## config.mk

```make
export PLATFORM = sky130hd
export DESIGN_NAME = burst_addr_gen
export DESIGN_NICKNAME = d
export VERILOG_FILES = /design/src/rtl/burst_pkg.sv /design/src/rtl/burst_ctrl.sv /design/src/rtl/beat_ctr.sv /design/src/rtl/base_hold.sv /design/src/rtl/addr_mix.sv /design/src/rtl/burst_addr_gen.sv
export SDC_FILE = /design/constraint.sdc
export NUM_CORES = 1
export LEC_CHECK = 0
export ABC_AREA = 1
export CORE_MARGIN = 2
export CORE_UTILIZATION = 45
export CTS_CLUSTER_SIZE = 10
export DETAILED_ROUTE_END_ITERATION = 10
export GPL_TIMING_DRIVEN = 0
export PLACE_DENSITY = 0.94
export RECOVER_POWER = 100
export SLEW_MARGIN = 20
export SYNTH_ARGS = -nofsm -noshare
export SYNTH_HDL_FRONTEND = slang
export SYNTH_SLANG_ARGS = --single-unit
```

## constraint.sdc

```tcl
create_clock -name clk -period 2.9 [get_ports clk]
set_clock_uncertainty 0.2 [all_clocks]
set_input_delay 0.58 -clock clk [delete_from_list [all_inputs] [get_ports clk]]
set_output_delay 0.58 -clock clk [all_outputs]
set_load 0.005 [all_outputs]
```

## src/rtl/burst_pkg.sv

```systemverilog
package burst_pkg;
  // Beat-order encoding, as seen on the order_lin pin.
  typedef enum logic {
    ORD_XOR  = 1'b0,
    ORD_WRAP = 1'b1
  } order_e;

  // One decoded command for a cycle.
  typedef struct packed {
    logic load;
    logic step;
  } burst_cmd_t;
endpackage

```

## src/rtl/burst_ctrl.sv

```systemverilog
module burst_ctrl
  import burst_pkg::*;
(
  input  logic       chip_en,
  input  logic       strb_a,
  input  logic       strb_b,
  input  logic       adv,
  output burst_cmd_t cmd
);
  logic any_strobe;

  always_comb begin
    any_strobe = strb_a | strb_b;
    cmd.load   = chip_en & any_strobe;
    // A capture outranks an advance in the same cycle.
    cmd.step   = adv & ~cmd.load;
  end
endmodule

```

## src/rtl/beat_ctr.sv

```systemverilog
module beat_ctr #(
  parameter int BEAT_W = 2
) (
  input  logic              clk,
  input  logic              rst_n,
  input  logic              load,
  input  logic              step,
  output logic [BEAT_W-1:0] beat
);
  always_ff @(posedge clk or negedge rst_n) begin
    if (!rst_n)    beat <= '0;
    else if (load) beat <= '0;
    else if (step) beat <= beat + 1'b1;
  end
endmodule

```

## src/rtl/base_hold.sv

```systemverilog
module base_hold #(
  parameter int ADDR_W = 20
) (
  input  logic              clk,
  input  logic              rst_n,
  input  logic              load,
  input  logic [ADDR_W-1:0] ext_addr,
  output logic [ADDR_W-1:0] base
);
  always_ff @(posedge clk or negedge rst_n) begin
    if (!rst_n)    base <= '0;
    else if (load) base <= ext_addr;
  end
endmodule

```

## src/rtl/addr_mix.sv

```systemverilog
module addr_mix
  import burst_pkg::*;
#(
  parameter int ADDR_W = 20,
  parameter int BEAT_W = 2
) (
  input  logic [ADDR_W-1:0] base,
  input  logic [BEAT_W-1:0] beat,
  input  logic              order_lin,
  output logic [ADDR_W-1:0] addr
);
  localparam int HI_W = ADDR_W - BEAT_W;

  function automatic logic [BEAT_W-1:0] mix_low(
    input logic [BEAT_W-1:0] lo,
    input logic [BEAT_W-1:0] n,
    input order_e            ord
  );
    if (ord == ORD_WRAP) mix_low = lo + n;
    else                 mix_low = lo ^ n;
  endfunction

  logic [BEAT_W-1:0] low_q;
  order_e            ord;

  always_comb begin
    ord   = order_e'(order_lin);
    low_q = mix_low(base[BEAT_W-1:0], beat, ord);
    addr  = {base[ADDR_W-1:BEAT_W], low_q};
  end

  if (HI_W < 1) begin : g_bad_width
    initial $error("ADDR_W must exceed BEAT_W");
  end
endmodule

```

## src/rtl/burst_addr_gen.sv

```systemverilog
module burst_addr_gen
  import burst_pkg::*;
#(
  parameter int ADDR_W = 20,
  parameter int BEAT_W = 2
) (
  input  logic              clk,
  input  logic              rst_n,
  input  logic              chip_en,
  input  logic              strb_a,
  input  logic              strb_b,
  input  logic              adv,
  input  logic              order_lin,
  input  logic [ADDR_W-1:0] ext_addr,
  output logic [ADDR_W-1:0] addr_out
);
  burst_cmd_t        cmd;
  logic              load_evt;
  logic              step_evt;
  logic [BEAT_W-1:0] beat;
  logic [ADDR_W-1:0] base;

  burst_ctrl u_ctrl (
    .chip_en (chip_en),
    .strb_a  (strb_a),
    .strb_b  (strb_b),
    .adv     (adv),
    .cmd     (cmd)
  );

  // Named event wires for the checker.
  assign load_evt = cmd.load;
  assign step_evt = cmd.step;

  beat_ctr #(.BEAT_W(BEAT_W)) u_beat (
    .clk   (clk),
    .rst_n (rst_n),
    .load  (load_evt),
    .step  (step_evt),
    .beat  (beat)
  );

  base_hold #(.ADDR_W(ADDR_W)) u_base (
    .clk      (clk),
    .rst_n    (rst_n),
    .load     (load_evt),
    .ext_addr (ext_addr),
    .base     (base)
  );

  addr_mix #(.ADDR_W(ADDR_W), .BEAT_W(BEAT_W)) u_mix (
    .base      (base),
    .beat      (beat),
    .order_lin (order_lin),
    .addr      (addr_out)
  );
endmodule

```

==> flow_summary.toml, run 1 <==
[outcome]
run_status = "finished, final reports clean"

[global_route]
grt_overflow = 0
antenna_found_initial = 0
grt_pass1_wl_mm = 4.43
gr-usage-all-layers_pct = 21.7
grt_pass1_vias = 1020
grt_start_max_net_pins = 23

[synth]
ys_types = 13
synth_top_area_share_pct = 50.2
postSynthAreaPerCell_um2 = 8.44
synthesis.nets = 158
synth_seq_cells = 22
yosysMostFrequentCell = "nand2_1"
synthCells = 130
synth.cells.most_frequent = "nand2_1 (49), dfrtp_1 (22), nand3_1 (22)"
synth_edf_count = 0
yosysWarnings = 0
async_flop_share_pct = 100
syn_area_mm2 = 0.00110
synthTopCellsByArea = "dfrtp_1 (50%), nand2_1 (17%), buf_4 (12%)"
synth_flop_cell = "dfrtp_1"
synth_largest_area_cell = "dfrtp_1"
yosysSeqAreaShare_pct = 50.2

[cts]
cts_resized = 0
htreeDepth = 1
cts_tree = "built"
clock_path_buffers = 2
clk_latency_ns = 0.30
clock_sinks = 22
cts_root_buf = "clkbuf_4"
cts_made_buffers = 3
post_cts_buffers = 0
clk_pin_slew_ns = 0.12
ctsHoldBuffers = 0

[finish]
nNetsFinal = 209
fin_cells = 208
final_util_pct = 72.1
n_antenna_cell = 0
drive_gt1_share_pct = 14.4
area_growth_pct = 48.1
fin_area_mm2 = 0.00163

[detailed_routing]
drt_pass1_iterations = 4
drtIter0Drc = 22
drt-total-wl_mm = 2.75
antenna_left = 0
wire_per_inst_um = 13.2
highest_layer = "met4"
dr_wl_met3_um = 59
met1_length_um = 976
num_vias = 1025
vias_per_cell = 4.93
met2WireLength_mm = 1.65
drcViolationCount = 0

[critical_path]
rr_endpoint = "u_beat.beat[0]$_DFFE_PN0P_"
r2r-start = "u_beat.beat[0]$_DFFE_PN0P_"
worstPathArrival_ns = 1.86
worstSetupEndpointType = "output pin"
start_kind = "primary input"
worstPathRequired_ns = 2.12
path_class = "in -> out"
rr_worst_depth = 2
r2r_slack_ns = 1.86
cp_max_fo = 2

[timing]
whs_ns = 0.287
slew_viol_final = 0
final.setup.tns_ns = 0
maxSlewHeadroom_pct = 35.9
finalSetupViolCount = 0
setup_slack_ns = 0.259
min_period_ns = 2.64
worst_pin_slew_ns = 0.958
rsz0062_at_grt = "false"
hold_viol = 0
fin_crit_sh_pct = 91.1
fmax_ghz = 0.379

[placed_design]
io_buffers = 46
place_ws_ns = 0.357
hpwl_mm = 2.10
dpl-instance-area_mm2 = 0.00159
gp_congestion = 0.785
dp_cells = 204

[hold_path]
hold_class = "reg -> reg"
hp-start = "u_base.base[4]$_DFFE_PN0P_"
hold_depth = 2
hold_path_end = "u_base.base[4]$_DFFE_PN0P_"

[power]
leakagePower_nw = 0.861
total_power_mw = 0.826
power_density_mw_per_mm2 = 508
ir_drop_mv = 0.470

[die]
die_area_mm2 = 0.00285
io_pins = 47
die_x_um = 53.4
die_height_um = 53.4
rows = 17
core_mm2 = 0.00225
start_util_pct = 48.7

[flow_run]
maxCapViolations = 0
-- where the power goes --
part / switching (mW) / internal [mW]
registers: 0.0236 / 0.344
clock network: 0.0932 / 0.140
logic: 0.0863 / 0.140
-- final cells by class --
cell class | instances | area [um^2]
Multi-Input combinational cell | 78 | 337
Timing Repair Buffer | 46 | 460
Fill cell | 176 | 629
Clock inverter | 1 | 30.0
Sequential cell | 22 | 551
Inverter | 6 | 22.5
Tap cell | 28 | 35.0
Buffer | 24 | 168
Clock buffer | 3 | 22.5
-- registers in the layout (all words and copies together) (netlist names) --
register     flops
u_beat.beat      2
u_base.base     20
-- logic make-up (layout without fill, tap and decap cells) --
family | after synthesis | in the layout | synth area share (%)
adder cells (fa/ha/maj) | 1 | 1 | 1.14
AND/OR/NAND/NOR | 76 | 76 | 29.2
flip-flops | 22 | 22 | 50.2
buffers and inverters | 30 | 80 | 18.7
XOR/XNOR | 1 | 1 | 0.798
-- critical path, cell delays in order --
cell and delay (ns):
clkdlybuf4s50_1 0.46, nand2_1 0.06, inv_1 0.05, nand3_1 0.06, nand2_1 0.05, inv_1 0.03
dlygate4sd3_1 0.56
-- worst max path at each step --
stage,startpoint,to,cells after the start,slack [ns]
6_report,order_lin,addr_out[1],7,0.26
5_1_grt,order_lin,addr_out[1],7,0.18
4_1_cts,order_lin,addr_out[1],6,0.35
3_5_place_dp,order_lin,addr_out[1],6,0.36
3_3_place_gp,order_lin,addr_out[1],6,0.38
2_1_floorplan,order_lin,addr_out[1],5,1.29
-- cell usage in the layout (no fill, tap or decap) --
master,n
nand3_1,22
buf_2,2
nand2_1,51
inv_1,6
buf_4,18
and2_0,1
ha_1,1
dfrtp_1,22
clkdlybuf4s50_1,24
bufinv_16,1
dlygate4sd3_1,22
xor2_1,1
clkbuf_4,5
clkbuf_1,2
nor2_1,2
-- per-layer routing --
| layer | vias up | GRT usage (%) |
|---|---|---|
| met3 | 6 | 0.565 |
| met2 | 24 | 43.0 |
| met5 | - | 0 |
| li1 | 491 | - |
| met4 | 0 | 10.3 |
| met1 | 504 | 22.9 |
Power figures use the tool's default switching activity.
==> run 2, diff against run 1 <==
Settings changed: SETUP_SLACK_MARGIN from default to 0.4.
==> flow_summary.toml, run 2 (synthesis gave the netlist of run 1 again) <==
[die]
core_mm2 = 0.00225
die_height_um = 53.4
rows = 17
die_x_um = 53.4
io_pins = 47
start_util_pct = 48.7
die_area_mm2 = 0.00285

[timing]
finalSetupViolCount = 0
hold_viol = 0
slew_viol_final = 0
rsz0062_at_grt = "false"
setup_slack_ns = 0.493
fmax_ghz = 0.415
worst_pin_slew_ns = 0.958
min_period_ns = 2.41
fin_crit_sh_pct = 83.0
final.setup.tns_ns = 0
maxSlewHeadroom_pct = 35.9

[finish]
nNetsFinal = 209
area_growth_pct = 48.0
layout_common_cells = "nand2_1 (51), clkdlybuf4s50_1 (23), nand3_1 (22), dlygate4sd3_1 (22), dfrtp_1 (22)"
reg_top3 = "u_base.base x20, u_beat.beat x2"
largest_reg_flops = 20
top_register = "u_base.base"
drive_gt1_share_pct = 14.4
final_common_cell = "nand2_1"
n_antenna_cell = 0

[cts]
cts_tree = "built"
ctsHoldBuffers = 0
clock_path_buffers = 2
clock_sinks = 22
cts_root_buf = "clkbuf_4"
cts_made_buffers = 3
clk_latency_ns = 0.30
htreeDepth = 1
clk_pin_slew_ns = 0.12

[placed_design]
io_buffers = 46
gp_congestion = 0.785
place_ws_ns = 0.357
hpwl_mm = 2.10

[detailed_routing]
vias_per_cell = 4.93
num_vias = 1025
drt_pass1_iterations = 4
wire_per_inst_um = 13.2
drtIter0Drc = 22
antenna_left = 0
drt-total-wl_mm = 2.75
drcViolationCount = 0

[power]
power_density_mw_per_mm2 = 508
ir_drop_mv = 0.470
leakagePower_nw = 0.863

[global_route]
grt_overflow = 0
met3_usage_pct = 0.565
top_usage_layer = "met2"
grt_pass1_vias = 1020
grt_start_max_net_pins = 23
gr-usage-met2_pct = 43.0
antenna_found_initial = 0
grt_pass1_wl_mm = 4.43
gr-usage-all-layers_pct = 21.7
use_met1_pct = 22.9

[critical_path]
worstSetupEndpointType = "output pin"
worstPathArrival_ns = 1.63
path_class = "in -> out"
cp_max_fo = 2
worstPathRequired_ns = 2.12
start_kind = "primary input"

[outcome]
run_status = "finished, final reports clean"

[flow_run]
maxCapViolations = 0

[hold_path]
hold_class = "reg -> reg"
run 2: layout make-up:
cell class	instances	area [um^2]
well taps	28	35.0
multi-input cells	78	337
plain buffers	24	168
clock inverters	1	30.0
fillers	177	631
repair buffers	46	459
flip-flops and latches	22	551
inverters	6	22.5
clock buffers	3	22.5
run 2: final timing paths:
| kind | start | cells past startpoint | slack (ns) | end |
|---|---|---|---|---|
| setup / recovery | order_lin | 7 | 0.49 | addr_out[1] |
| hold / removal | u_base.base[4]$_DFFE_PN0P_ | 2 | 0.29 | u_base.base[4]$_DFFE_PN0P_ |
| setup reg to reg | u_beat.beat[0]$_DFFE_PN0P_ | 2 | 1.86 | u_beat.beat[0]$_DFFE_PN0P_ |
| hold reg to reg | u_base.base[4]$_DFFE_PN0P_ | 2 | 0.29 | u_base.base[4]$_DFFE_PN0P_ |
| max in group asynchronous | rst_n | 1 | 1.26 | u_base.base[4]$_DFFE_PN0P_ |
| min in group asynchronous | rst_n | 1 | 0.66 | u_base.base[0]$_DFFE_PN0P_ |
run 2: critical path, stage by stage:
cell	delay, ns
dlygate4sd3_1	0.53
nand2_1	0.07
inv_1	0.05
nand3_1	0.06
nand2_1	0.05
inv_1	0.03
dlygate4sd2_1	0.25
run 2: routing by layer:
| metal | vias to the layer above | wire [um] |
|---|---|---|
| li1 | 491 | - |
| met1 | 504 | 976 |
| met2 | 24 | 1650 |
| met3 | 6 | 60 |
| met4 | 0 | 61 |
| met5 | - | 0 |
run 2: power breakdown:
part	internal, mW	switching, mW	leakage (nW)	total, mW
combinational	0.138	0.0865	0.563	0.225
clock	0.140	0.0932	0.0279	0.233
sequential	0.344	0.0236	0.271	0.367
total	0.621	0.203	0.863	0.825
run 2: repair_timing:
| item | in CTS | in global routing |
|---|---|---|
| endpoints found under the hold margin | 0 | 0 |
| endpoints found under the setup margin | 1 | 0 |
| resized for setup | 1 | 0 |
| setup buffers | 0 | 0 |
run 2: stage by stage:
| step | std cells | utilization (%) | cell area [um^2] | power, mW | hold WS [ns] |
|---|---|---|---|---|---|
| after CTS | 208 | 72.9 | 1640 | 0.851 | 0.291 |
| after global routing | 208 | 72.0 | 1620 | 0.871 | 0.309 |
| after global placement | 204 | 70.6 | 1590 | 0.606 | 0.255 |
| after detailed placement | 204 | 70.6 | 1590 | 0.620 | 0.262 |
| final | 208 | 72.0 | 1620 | 0.825 | 0.287 |
| after floorplan | 130 | - | 1100 | 0.480 | 0.0844 |
